**src/rtl/mgmt_phy_pkg.sv**
```systemverilog
package mgmt_phy_pkg;
  localparam int HOST_DW   = 32;
  localparam int HOST_AW   = 2;
  localparam int PHY_DW    = 16;
  localparam int PHY_RW    = 5;
  localparam int PHY_NREG  = 1 << PHY_RW;
  localparam int CFG_W     = 7;

  // host register offsets
  localparam logic [HOST_AW-1:0] OFS_CFG   = 2'd0;
  localparam logic [HOST_AW-1:0] OFS_CMD   = 2'd1;
  localparam logic [HOST_AW-1:0] OFS_WDATA = 2'd2;
  localparam logic [HOST_AW-1:0] OFS_RDATA = 2'd3;

  // command word fields
  localparam int CMD_PHY_LO   = 24;
  localparam int CMD_REG_LO   = 16;
  localparam int CMD_OP_LO    = 14;
  localparam int CMD_START    = 11;
  localparam int CMD_READY    = 7;

  typedef enum logic [1:0] {
    OP_NONE  = 2'd0,
    OP_WRITE = 2'd1,
    OP_READ  = 2'd2,
    OP_RSVD  = 2'd3
  } phyOp_e;

  // strobes from control to the PHY datapath
  typedef struct packed {
    logic              phyWr;
    logic              phyRd;
    logic              hit;
    logic [PHY_RW-1:0] regIdx;
    logic [PHY_DW-1:0] wrData;
  } phyStrobe_t;
endpackage

```
**src/rtl/mgmt_host_ctrl.sv**
```systemverilog
module mgmt_host_ctrl
  import mgmt_phy_pkg::*;
#(
  parameter logic [PHY_RW-1:0] PHY_ADDR = 5'd7
) (
  input  logic               clk,
  input  logic               rstN,
  input  logic               regWrEn,
  input  logic [HOST_AW-1:0] regAddr,
  input  logic [HOST_DW-1:0] regWrData,
  output logic [HOST_DW-1:0] regRdData,
  input  logic [PHY_DW-1:0]  phyRdValue,
  output phyStrobe_t         strobe,
  output logic               cmdDone
);
  logic [CFG_W-1:0]   cfgReg;
  logic [HOST_DW-1:0] cmdReg;
  logic [HOST_DW-1:0] wdataReg;
  logic [PHY_DW-1:0]  rdataReg;

  logic   cmdSel;
  logic   startBit;
  phyOp_e opField;

  assign cmdSel   = regWrEn && (regAddr == OFS_CMD);
  assign startBit = regWrData[CMD_START];
  assign opField  = phyOp_e'(regWrData[CMD_OP_LO +: 2]);

  always_comb begin
    strobe.phyWr  = cmdSel && startBit && (opField == OP_WRITE);
    strobe.phyRd  = cmdSel && startBit && (opField == OP_READ);
    strobe.hit    = (regWrData[CMD_PHY_LO +: PHY_RW] == PHY_ADDR);
    strobe.regIdx = regWrData[CMD_REG_LO +: PHY_RW];
    strobe.wrData = wdataReg[PHY_DW-1:0];
  end

  always_ff @(posedge clk) begin
    if (!rstN) begin
      cfgReg   <= '0;
      cmdReg   <= '0;
      wdataReg <= '0;
      rdataReg <= '0;
      cmdDone  <= 1'b0;
    end else begin
      cmdDone <= strobe.phyWr || strobe.phyRd;
      if (strobe.phyRd) rdataReg <= phyRdValue;
      if (regWrEn) begin
        case (regAddr)
          OFS_CFG:   cfgReg   <= regWrData[CFG_W-1:0];
          OFS_CMD:   cmdReg   <= regWrData;
          OFS_WDATA: wdataReg <= regWrData;
          default:   ;
        endcase
      end
    end
  end

  always_comb begin
    case (regAddr)
      OFS_CFG:   regRdData = {{(HOST_DW-CFG_W){1'b0}}, cfgReg};
      OFS_CMD:   regRdData = cmdReg | (HOST_DW'(1) << CMD_READY);
      OFS_WDATA: regRdData = wdataReg;
      default:   regRdData = {{(HOST_DW-PHY_DW){1'b0}}, rdataReg};
    endcase
  end
endmodule

```
**src/rtl/mgmt_phy_regfile.sv**
```systemverilog
module mgmt_phy_regfile
  import mgmt_phy_pkg::*;
(
  input  logic              clk,
  input  logic              rstN,
  input  logic              linkUp,
  input  phyStrobe_t        strobe,
  output logic [PHY_DW-1:0] phyRdValue
);
  localparam logic [PHY_DW-1:0] ADV_10F   = 16'h0040;
  localparam logic [PHY_DW-1:0] ADV_100H  = 16'h0080;
  localparam logic [PHY_DW-1:0] ADV_100F  = 16'h0100;
  localparam logic [PHY_DW-1:0] ADV_MASK  = 16'h01E0;
  localparam logic [PHY_DW-1:0] STAT_LINK = 16'h782E;
  localparam logic [PHY_DW-1:0] RST_BIT   = 16'h8000;

  logic [PHY_DW-1:0] store [PHY_NREG];
  logic [PHY_DW-1:0] advReg;
  logic [PHY_DW-1:0] derived;
  logic              dup, fast;

  assign advReg = store[4];
  assign fast   = |(advReg & (ADV_100H | ADV_100F));
  assign dup    = |(advReg & (ADV_100F | ADV_10F));

  always_ff @(posedge clk) begin
    if (!rstN) begin
      for (int i = 0; i < PHY_NREG; i++) store[i] <= '0;
      store[0] <= 16'h3100;
      store[2] <= 16'h0300;
      store[3] <= 16'hE400;
      store[4] <= 16'h01E1;
    end else if (strobe.phyWr && strobe.hit) begin
      if (strobe.regIdx == '0) begin
        store[0] <= strobe.wrData & ~RST_BIT;
      end else begin
        store[strobe.regIdx] <= strobe.wrData;
        store[0]             <= store[0] & ~RST_BIT;
      end
    end
  end

  always_comb begin
    case (strobe.regIdx)
      5'd1:    derived = linkUp ? STAT_LINK : '0;
      5'd5:    derived = 16'h4000 | (advReg & ADV_MASK) | 16'h0001;
      5'd17:   derived = 16'h8000;
      5'd18:   derived = linkUp ? {4'b0, dup, fast, 10'b0} : '0;
      default: derived = store[strobe.regIdx];
    endcase
    phyRdValue = strobe.hit ? derived : '1;
  end
endmodule

```
**src/rtl/mgmt_phy_responder.sv**
```systemverilog
module mgmt_phy_responder
  import mgmt_phy_pkg::*;
#(
  parameter logic [PHY_RW-1:0] PHY_ADDR = 5'd7
) (
  input  logic               clk,
  input  logic               rstN,
  input  logic               linkUp,
  input  logic               regWrEn,
  input  logic [HOST_AW-1:0] regAddr,
  input  logic [HOST_DW-1:0] regWrData,
  output logic [HOST_DW-1:0] regRdData,
  output logic               cmdDone
);
  phyStrobe_t        strobe;
  logic [PHY_DW-1:0] phyRdValue;

  mgmt_host_ctrl #(.PHY_ADDR(PHY_ADDR)) ctrl_i (
    .clk(clk), .rstN(rstN), .regWrEn(regWrEn), .regAddr(regAddr),
    .regWrData(regWrData), .regRdData(regRdData), .phyRdValue(phyRdValue),
    .strobe(strobe), .cmdDone(cmdDone)
  );

  mgmt_phy_regfile phy_i (
    .clk(clk), .rstN(rstN), .linkUp(linkUp), .strobe(strobe),
    .phyRdValue(phyRdValue)
  );
endmodule

```
**config.mk**
```make
export PLATFORM = sky130hd
export DESIGN_NAME = mgmt_phy_responder
export DESIGN_NICKNAME = d
export VERILOG_FILES = /design/src/rtl/mgmt_phy_pkg.sv /design/src/rtl/mgmt_host_ctrl.sv /design/src/rtl/mgmt_phy_regfile.sv /design/src/rtl/mgmt_phy_responder.sv
export SDC_FILE = /design/constraint.sdc
export NUM_CORES = 1
export LEC_CHECK = 0
export BUFFER_PORTS_ARGS = -buffer_cell sky130_fd_sc_hd__clkbuf_2
export CELL_PAD_IN_SITES_DETAIL_PLACEMENT = 0
export CELL_PAD_IN_SITES_GLOBAL_PLACEMENT = 1
export CORE_ASPECT_RATIO = 0.9
export CORE_MARGIN = 2
export CORE_UTILIZATION = 45
export DETAILED_ROUTE_END_ITERATION = 6
export GPL_TIMING_DRIVEN = 0
export PLACE_DENSITY_LB_ADDON = 0.3
export SLEW_MARGIN = 20
export SYNTH_ARGS = -nofsm -noshare
export SYNTH_HDL_FRONTEND = slang
export SYNTH_SLANG_ARGS = --single-unit
```
**constraint.sdc**
```tcl
create_clock -name clk -period 2.7 [get_ports clk]
set_input_delay 0.135 -clock clk [delete_from_list [all_inputs] [get_ports clk]]
set_output_delay 0.135 -clock clk [all_outputs]
set_load 0.005 [all_outputs]
```
# Word-level counts from Yosys, hierarchy flattened

Memories as Yosys holds them, arrays and structs flattened.
Index checks and enable logic that the tools add are counted.

Input port bits: 38
Bits in writable memories: 512
Memories: 1
Word-level logic and storage cells: 62
Register bits: 88

Equality and inequality tests: 10
Reductions and logical operators: 15
Multiplexer cells: 24
Bitwise gates (word level): 7

Memory list:

| name        | words | width | read ports | clocked after memory_dff | write ports | RTL line               | RTL |
|---|---|---|---|---|---|---|---|
| phy_i.store | 32    | 16    | 2          | 0                        | 32          | mgmt_phy_regfile.sv:17 | `logic [PHY_DW-1:0] store [PHY_NREG];` |

Operator list:

| cell               | number |
|---|---|
| $mux 16            | 7 |
| $pmux 32 s3        | 1 |
| $pmux 16 s4        | 1 |
| $mux 15            | 2 |
| $reduce_or 16->1   | 1 |
| $mux 12            | 1 |
| $mux 1             | 11 |
| $eq 5x3->1 const B | 2 |
| $eq 5x5->1 const B | 2 |
| $reduce_and 2->1   | 4 |
| $or 1x1->1         | 7 |
| $eq 5x1->1 const B | 1 |
| $logic_and 1x1->1  | 5 |
| $logic_not 5->1    | 1 |
| $mux 5             | 1 |
| $eq 2x1->1 const B | 2 |
| $eq 2x2->1 const B | 2 |
| $reduce_or 2->1    | 2 |
| $logic_not 2->1    | 1 |
| $logic_or 1x1->1   | 1 |
| $ne 0x0->1         | 1 |

# Longest topological paths before layout

Gate-level depths: netlist of run 1.

Word-level depth: 10
Mapped depth: 10
Gate-level depth less buffers: 6

# By module

Synthesis of run 1 repeated with hierarchy kept, for this count alone.

Cells, all modules: 2,046
Area total of the unflattened synthesis: 27,192.3 µm²

Modules (own cells, without submodules):

| module           | area each (µm²) | seq. area each (µm²) | instances | cells an instance |
|---|---|---|---|---|
| mgmt_phy_regfile | 23,163.5        | 15,374.7             | 1         | 1,595 |
| mgmt_host_ctrl   | 4,028.9         | 1,741.7              | 1         | 451 |

# Worst setup path before layout of run 1

OpenSTA, ideal clock, no wires.

Kind: input to register
Start point: input port regAddr[1]
End point: memory phy_i.store[27][0] (enable)
Data arrival time: 2,487 ps
Library setup time: 411 ps
Slack: -198 ps
Cell stages on the path: 6
Buffers on the path: 1
Data required time: 2,289 ps
Path through: nand4b_2 -> nor4_4 -> and2_2 -> nand3_4 -> clkbuf_1 -> o21ai_0

RTL lines:

| item            | RTL line                 | RTL |
|---|---|---|
| start, declared | mgmt_phy_responder.sv:10 | `input logic [HOST_AW-1:0] regAddr,` |
| end, declared   | mgmt_phy_regfile.sv:17   |  |

# Worst setup path in the final report of run 1

Start point: input port regWrData[18]
End point: register ctrl_i.rdataReg[12]

Word-level cells in the longest chain between the ends: 3

Ends and longest elaborated chain:

| item                                        | RTL line                 | RTL |
|---|---|---|
| start, declared                             | mgmt_phy_responder.sv:11 | `input logic [HOST_DW-1:0] regWrData,` |
| $mem_v2 32x16, or another cell as far along | n/a                      |  |
| $pmux 16 s4 *                               | mgmt_phy_regfile.sv:44   | `case (strobe.regIdx)` |
| $mux 16 *                                   | mgmt_phy_regfile.sv:51   | `phyRdValue = strobe.hit ? derived : '1;` |
| end signal, assigned                        | mgmt_host_ctrl.sv:46     | `if (strobe.phyRd) rdataReg <= phyRdValue;` |
| end, declared                               | mgmt_host_ctrl.sv:19     | `logic [PHY_DW-1:0] rdataReg;` |

Every way passes the cells marked *; elsewhere a longest branch is shown, timed or not.
A chain may end at the register's enable or synchronous reset.

==> metrics.md, run 1 <==
| Metric | Value |
|---|---|
| Max Clock Freq | `353 MHz` |
| Top area cells in the synthesized netlist | `edfxtp_1 (57%), mux4_2 (9.5%), dfxtp_1 (6.4%)` |
| Final period util | `1.05` |
| Row cnt | `85` |
| Pwr/cell area | `between 600 and 700 nW/um^2` |
| Slowest CP cell | `a2111oi_0` |
| Synth unique cells | `67` |
| Syn_nets | `2076` |
| Core area | `59800 um^2` |
| Part of the power in the clock network | `0.428` |
| Comb pwr share | `0.082` |
| Seq/Total Area, Yosys | `0.629` |
| CTS sink cnt | `around 600` |
| Initial antenna violation count | `4` |
| Static leakage | `11.6 nW` |
| CTS Buf Count | `60` |
| Clk Latency, worst-skew pair | `0.66 ns` |
| Via density | `6.52` |
| Sw Ratio | `0.243` |
| Endpoints failing setup | `40` |
| Post-CTS Setup Inserts | `0` |
| P&R area growth vs syn | `15.2%` |
| Most frequent cells in the layout | `edfxtp_1 (512), nor2_1 (220), and3_1 (177)` |
| Hold_ws | `0.0460 ns` |
| CP Launch Type | `input pin` |
| PnR worst setup slack | `-0.136 ns` |
| Root Driver | `clkbuf_16` |
| Outcome | `finished with violations` |
| Final hold violation count | `0` |
| GP Congestion | `1.01` |
| Synth top area share | `0.565` |
| Layout cell share with drive strength beyond 1 | `0.201` |
| Cells after Synth | `2038` |
| Fill count | `between 5000 and 6000` |
| Yosys top cell by area | `edfxtp_1` |
| Leading cell type in the layout, fill and taps excluded | `edfxtp_1` |
| Clock Skews | `0.0261 ns` |
| Die ar. | `62400 um^2` |
| First-pass GRT wire length | `153000 um` |
| CP Capture Type | `flop` |
| Max VDD drop | `0.557 mV` |
| Antenna-violating nets left | `0` |
| Number of buffers added on ports | `between 60 and 70` |
| Die Y | `approximately 240 um` |
| Area of the multi-input gates | `9240 um^2` |
| RSZ-0062 raised after global routing | `false` |
| Avg WL per Cell | `36.8 um` |
| Number of synthesized flops with an enable pin | `between 500 and 600` |
| Cell Int Power | `around 16 mW` |
| Num ports | `71` |
| Starting DRT DRC Count | `around 3000` |
| Clock slew at reported path FFs | `0.06 ns` |
| H-tree Lvls | `2` |
| Drt pass-1 iters | `7` |
| Initial core utilization | `0.455` |
| Relative slew slack | `0.139` |
| DP Wirelength | `a little under 80000 um` |
| Worst-case clock buffer depth | `3` |
| CTS tree | `built` |
| Placed Cells incl. Taps | `2903` |
| Max Cap Viol | `0` |
| Max FO, Critical Path | `10` |
| Critical path's largest stage delay | `1.13 ns` |
| Mean Syn Cell Area | `13.3 um^2` |
| Vias in the first global route | `19176` |
| Switching power | `5.17 mW` |
| Routed WL | `112000 um` |
| DRC errors left | `0` |
| Async set-reset flop share out of synthesis | `0` |
| Post-synth top flop | `edfxtp_1` |
| Flop pwr share | `0.491` |
| Slew at the pin closest to its max-slew limit | `approximately 1.3 ns` |
| Post-Syn Area | `roughly 27000 um^2` |
| Synth Register Bits | `599` |
| YS warnings | `0` |
| Pre-CTS setup slack | `-1.12 ns` |
| Failing checks | `setup timing` |
| Crit path arrival time | `3.43 ns` |
| Via count | `19900` |
| FF/Latch Area | `17100 um^2` |
| GR Util All Layers | `0.358` |
| CP required | `approximately 3.3 ns` |
| Fin crit period | `2.84 ns` |
| Max Slew Vio Count | `0` |
| Crit path kind | `input pin to flop` |
| Layout Nets | `roughly 2300` |
| Pin count of the biggest net entering global routing | `17` |
| Worst min path class | `input pin to flop` |
| Grt total ovfl | `0` |
| Final Util | `0.524` |
| Die width | `263 um` |
| Critical path, cell by cell | `clkbuf_2, buf_4, buf_6, inv_1, nor2_1, a22oi_1, a2111oi_0, o221a_1` |
| Non-Filler Instances | `3050` |
[area by class of cell]
type,instances,share of cell area
Timing Repair Buffer,114,0.0281
Tap cell,783,0.0313
Sequential cell,599,0.546
Clock inverter,31,0.0129
Buffer,200,0.0321
Inverter,7,0.000838
Multi-Input combinational cell,1232,0.295
Antenna cell,2,0.000160
Clock buffer,82,0.0539
[metrics by stage]
stage / cell area (um^2) / TNS (ns) / power [mW]
final: 31300 / -0.771 / 21.3
after CTS: 31300 / 0 / 21.2
after global routing: 31300 / 0 / 21.6
after global placement: 28500 / -694.79 / 12.2
after detailed placement: 28900 / -356.42 / 12.3
after floorplan: 27200 / -14.91 / 11.4
[power by group through the flow]
stage	Clock (mW)	Sequential, mW	Combinational (mW)
2_1_floorplan	0	10.6	0.856
3_3_place_gp	0	10.6	1.58
3_5_place_dp	0	10.6	1.64
4_1_cts	9.05	10.4	1.68
5_1_grt	9.38	10.5	1.76
6_report	9.10	10.4	1.74
[sequential cells by signal (all words and copies together), names as in the netlist]
signal and flops:
phy_i.store 512, ctrl_i.cmdDone 1, ctrl_i.cfgReg 7, ctrl_i.wdataReg 32
ctrl_i.cmdReg 31, ctrl_i.rdataReg 16
[critical path: cells and delay by family]
family	cells	cell delay (ns)
AOI/OAI and AO/OA	3	1.64
and+or+nand+nor	1	0.64
buffers and inverters	4	1.00
[cell usage after synthesis (9+ instances only)]
master	count
clkbuf_1	118
a21oi_1	14
mux2i_1	39
a22oi_1	10
nor2b_1	22
buf_2	37
o21ai_0	31
clkbuf_2	9
dfxtp_1	87
and3_1	177
nor2_1	221
buf_6	14
o211ai_1	10
buf_4	15
mux4_2	115
a21boi_0	63
mux2_2	29
nand2_1	186
and2_1	115
edfxtp_1	512
o22ai_1	20
nor3_1	48
a22o_1	24
[cell families after synthesis]
| group | Yosys count | synth area share |
|---|---|---|
| AND/OR/NAND/NOR | 830 | 0.154 |
| buffers and inverters | 207 | 0.0376 |
| flip-flops | 599 | 0.629 |
| other | 1 | 0.000138 |
| multiplexers | 183 | 0.122 |
| AO/OA/AOI/OAI | 218 | 0.0578 |
[routing by layer]
| layer | share of wire | track usage | vias up |
|---|---|---|---|
| met1 | 0.38 | 0.484 | 10190 |
| met5 | 0 | 0 | - |
| li1 | - | - | 7932 |
| met2 | 0.44 | 0.541 | 1516 |
| met3 | 0.13 | 0.0973 | 262 |
| met4 | 0.054 | 0.168 | 0 |
[path summary, 6_finish.rpt]
path                       start                   to  slack (ns)  cells past startpoint
max reg2reg   ctrl_i.wdataReg[8]    phy_i.store[8][8]       -0.04                      5
min                regWrData[14]       ctrl_i.cmdDone        0.05                      4
max                regWrData[18]  ctrl_i.rdataReg[12]       -0.14                      8
min reg2reg  ctrl_i.wdataReg[19]  ctrl_i.wdataReg[19]        0.46                      2
[repair_timing]
action | 4_1_cts | 5_1_grt
endpoints found under the hold margin | 63 | 0
endpoints found under the setup margin | 217 | 52
cloned | 0 | 0
hold buffers | 32 | 0
resized for setup | 11 | 4
No activity file was read; power rests on OpenSTA's default activity.
==> run 2: changes to the inputs <==
--- a/config.mk
+++ b/config.mk
@@ -11,5 +11,5 @@
 export CORE_ASPECT_RATIO = 0.9
 export CORE_MARGIN = 2
-export CORE_UTILIZATION = 45
+export CORE_UTILIZATION = 47
 export DETAILED_ROUTE_END_ITERATION = 6
 export GPL_TIMING_DRIVEN = 0
==> constraint.sdc (replaced) <==
create_clock -name clk -period 2.7 [get_ports clk]
set_input_delay 0 -clock clk [delete_from_list [all_inputs] [get_ports clk]]
set_output_delay 0 -clock clk [all_outputs]
set_load 0.005 [all_outputs]
==> metrics.md, run 2 (synthesis gave the netlist of run 1 again) <==
| Metric | Value |
|---|---|
| Outcome | `finished with violations` |
| Worst-case clock buffer depth | `3` |
| DP Wirelength | `77700 um` |
| Layout cell share with drive strength beyond 1 | `0.204` |
| CP Launch Type | `input pin` |
| Grt total ovfl | `0` |
| Placed Cells incl. Taps | `between 2000 and 3000` |
| Pin count of the biggest net entering global routing | `17` |
| Slew at the pin closest to its max-slew limit | `1.36 ns` |
| Non-Filler Instances | `3047` |
| Initial antenna violation count | `15` |
| Fin crit period | `2.74 ns` |
| Final Util | `0.549` |
| Layout Nets | `2264` |
| Clock slew at reported path FFs | `around 0.060 ns` |
| CTS sink cnt | `~600` |
| Max VDD drop | `0.491 mV` |
| Biggest regs | `phy_i.store: 512 flops, ctrl_i.wdataReg: 32 flops, ctrl_i.cmdReg: 31 flops` |
| Initial core utilization | `0.476` |
| Drt pass-1 iters | `5` |
| First-pass GRT wire length | `152000 um` |
| Row cnt | `83` |
| Die ar. | `59800 um^2` |
| Final hold violation count | `0` |
| Overall power | `21.2 mW` |
| Core area | `around 57000 um^2` |
| Failing checks | `setup timing` |
| Max Cap Viol | `0` |
| Max Slew Vio Count | `0` |
| Most frequent cells in the layout | `edfxtp_1 (512), nor2_1 (220), and3_1 (177)` |
| DRC errors left | `0` |
| Critical path, cell by cell | `clkbuf_2, buf_4, buf_2, buf_2, nand2_1, clkbuf_1, o21ai_4, buf_6` |
| Number of flip-flops in the largest register | `512` |
| Critical path's largest stage delay | `0.56 ns` |
| Avg WL per Cell | `36.6 um` |
| Worst min path class | `input pin to flop` |
| Via count | `19978` |
| Leading cell type in the layout, fill and taps excluded | `edfxtp_1` |
| Die width | `258 um` |
| Antenna-violating nets left | `0` |
| GR Util All Layers | `0.374` |
| Starting DRT DRC Count | `2870` |
| Pwr/cell area | `676 nW/um^2` |
| Via density | `approximately 6.6` |
| Max Clock Freq | `roughly 360 MHz` |
| Max FO, Critical Path | `10` |
| H-tree Lvls | `3` |
| Die Y | `232 um` |
| Crit path arrival time | `3.06 ns` |
| Final period util | `1.02` |
| Num ports | `around 70` |
| CP Capture Type | `flop` |
| CTS Buf Count | `66` |
| Crit path kind | `input pin to flop` |
| Slowest CP cell | `buf_2` |
| Relative slew slack | `0.0690` |
| CP required | `approximately 3 ns` |
| CTS tree | `built` |
| Endpoints failing setup | `10` |
| Clock Skews | `0.0275 ns` |
| P&R area growth vs syn | `15.3%` |
| Number of buffers added on ports | `66` |
| Static leakage | `11.6 nW` |
| Clk Latency, worst-skew pair | `between 0.6 and 0.7 ns` |
| Vias in the first global route | `19135` |
| PnR worst setup slack | `-0.0425 ns` |
| Top reg by flops | `phy_i.store` |
| RSZ-0062 raised after global routing | `false` |
| GP Congestion | `1.00` |
| Most frequent CP cell | `buf_2` |
| Routed WL | `112000 um` |
| Root Driver | `clkbuf_16` |
[run 2: cell types whose count changed in the layout (fill, tap and decap cells not counted), moves of 3 or more]
cell and delta:
buf_16 -3, buf_6 +5, bufinv_16 -4, clkbuf_1 -4
clkbuf_16 +5, clkinv_1 +3, diode_2 +4, dlygate4sd3_1 +4
inv_6 +5
[run 2: metrics by stage]
stage                     setup WS, ns  instance area (um^2)  hold WS (ns)  setup TNS [ns]
after global routing            0.0548                 31300         0.126               0
after detailed placement        -0.892                 28800         0.245         -245.90
after CTS                      0.00721                 31300        0.0818               0
after global placement           -2.23                 28500         0.247         -656.88
after floorplan                -0.0496                 27200         0.145           -3.97
final                          -0.0425                 31400         0.120          -0.363
[run 2: cell type report]
| type | count | area, um^2 |
|---|---|---|
| diodes | 6 | 15.0 |
| plain buffers | 200 | 1010 |
| clock buffers | 83 | 1780 |
| clock inverters | 35 | 312 |
| fillers | 4803 | 25800 |
| inverters | 7 | 30.0 |
| multi-input cells | 1232 | 9240 |
| flip-flops and latches | 599 | 17100 |
| well taps | 765 | 957 |
| repair buffers | 120 | 901 |
[run 2: power breakdown]
part,internal [mW],switching [mW]
Sequential,10.3,0.128
Combinational,0.548,1.18
Clock,5.16,3.87
Total,16.0,5.17
[run 2: critical path: cells and delay by family]
kind / cells / cell delay (ns)
compound gates: 1 / 0.45
buf+inv: 6 / 2.19
simple gates: 1 / 0.37
[run 2: metal layers]
layer | routed length (um) | GRT usage | vias up | share of wire
met1 | 41300 | 0.492 | 10211 | 0.37
met5 | 45 | 0 | - | 0.00040
met4 | 6730 | 0.197 | 6 | 0.060
met2 | 48900 | 0.558 | 1478 | 0.44
met3 | 14600 | 0.119 | 303 | 0.13
li1 | - | - | 7980 | -
[run 2: final timing paths]
check	slack (ns)	startpoint	cells after the start	end
max	-0.04	regWrData[18]	8	phy_i.store[23][6]
min	0.12	regAddr[0]	5	phy_i.store[0][15]
max reg2reg	0.10	ctrl_i.wdataReg[8]	5	phy_i.store[8][8]
min reg2reg	0.46	ctrl_i.cmdReg[25]	2	ctrl_i.cmdReg[25]
[run 2: timing repair]
action / CTS / global route
resized for setup: 10 / 14
setup endpoints to repair: 187 / 131
endpoints found under the hold margin: 65 / 0
buffers inserted: 0 / 0
hold buffers: 36 / 0
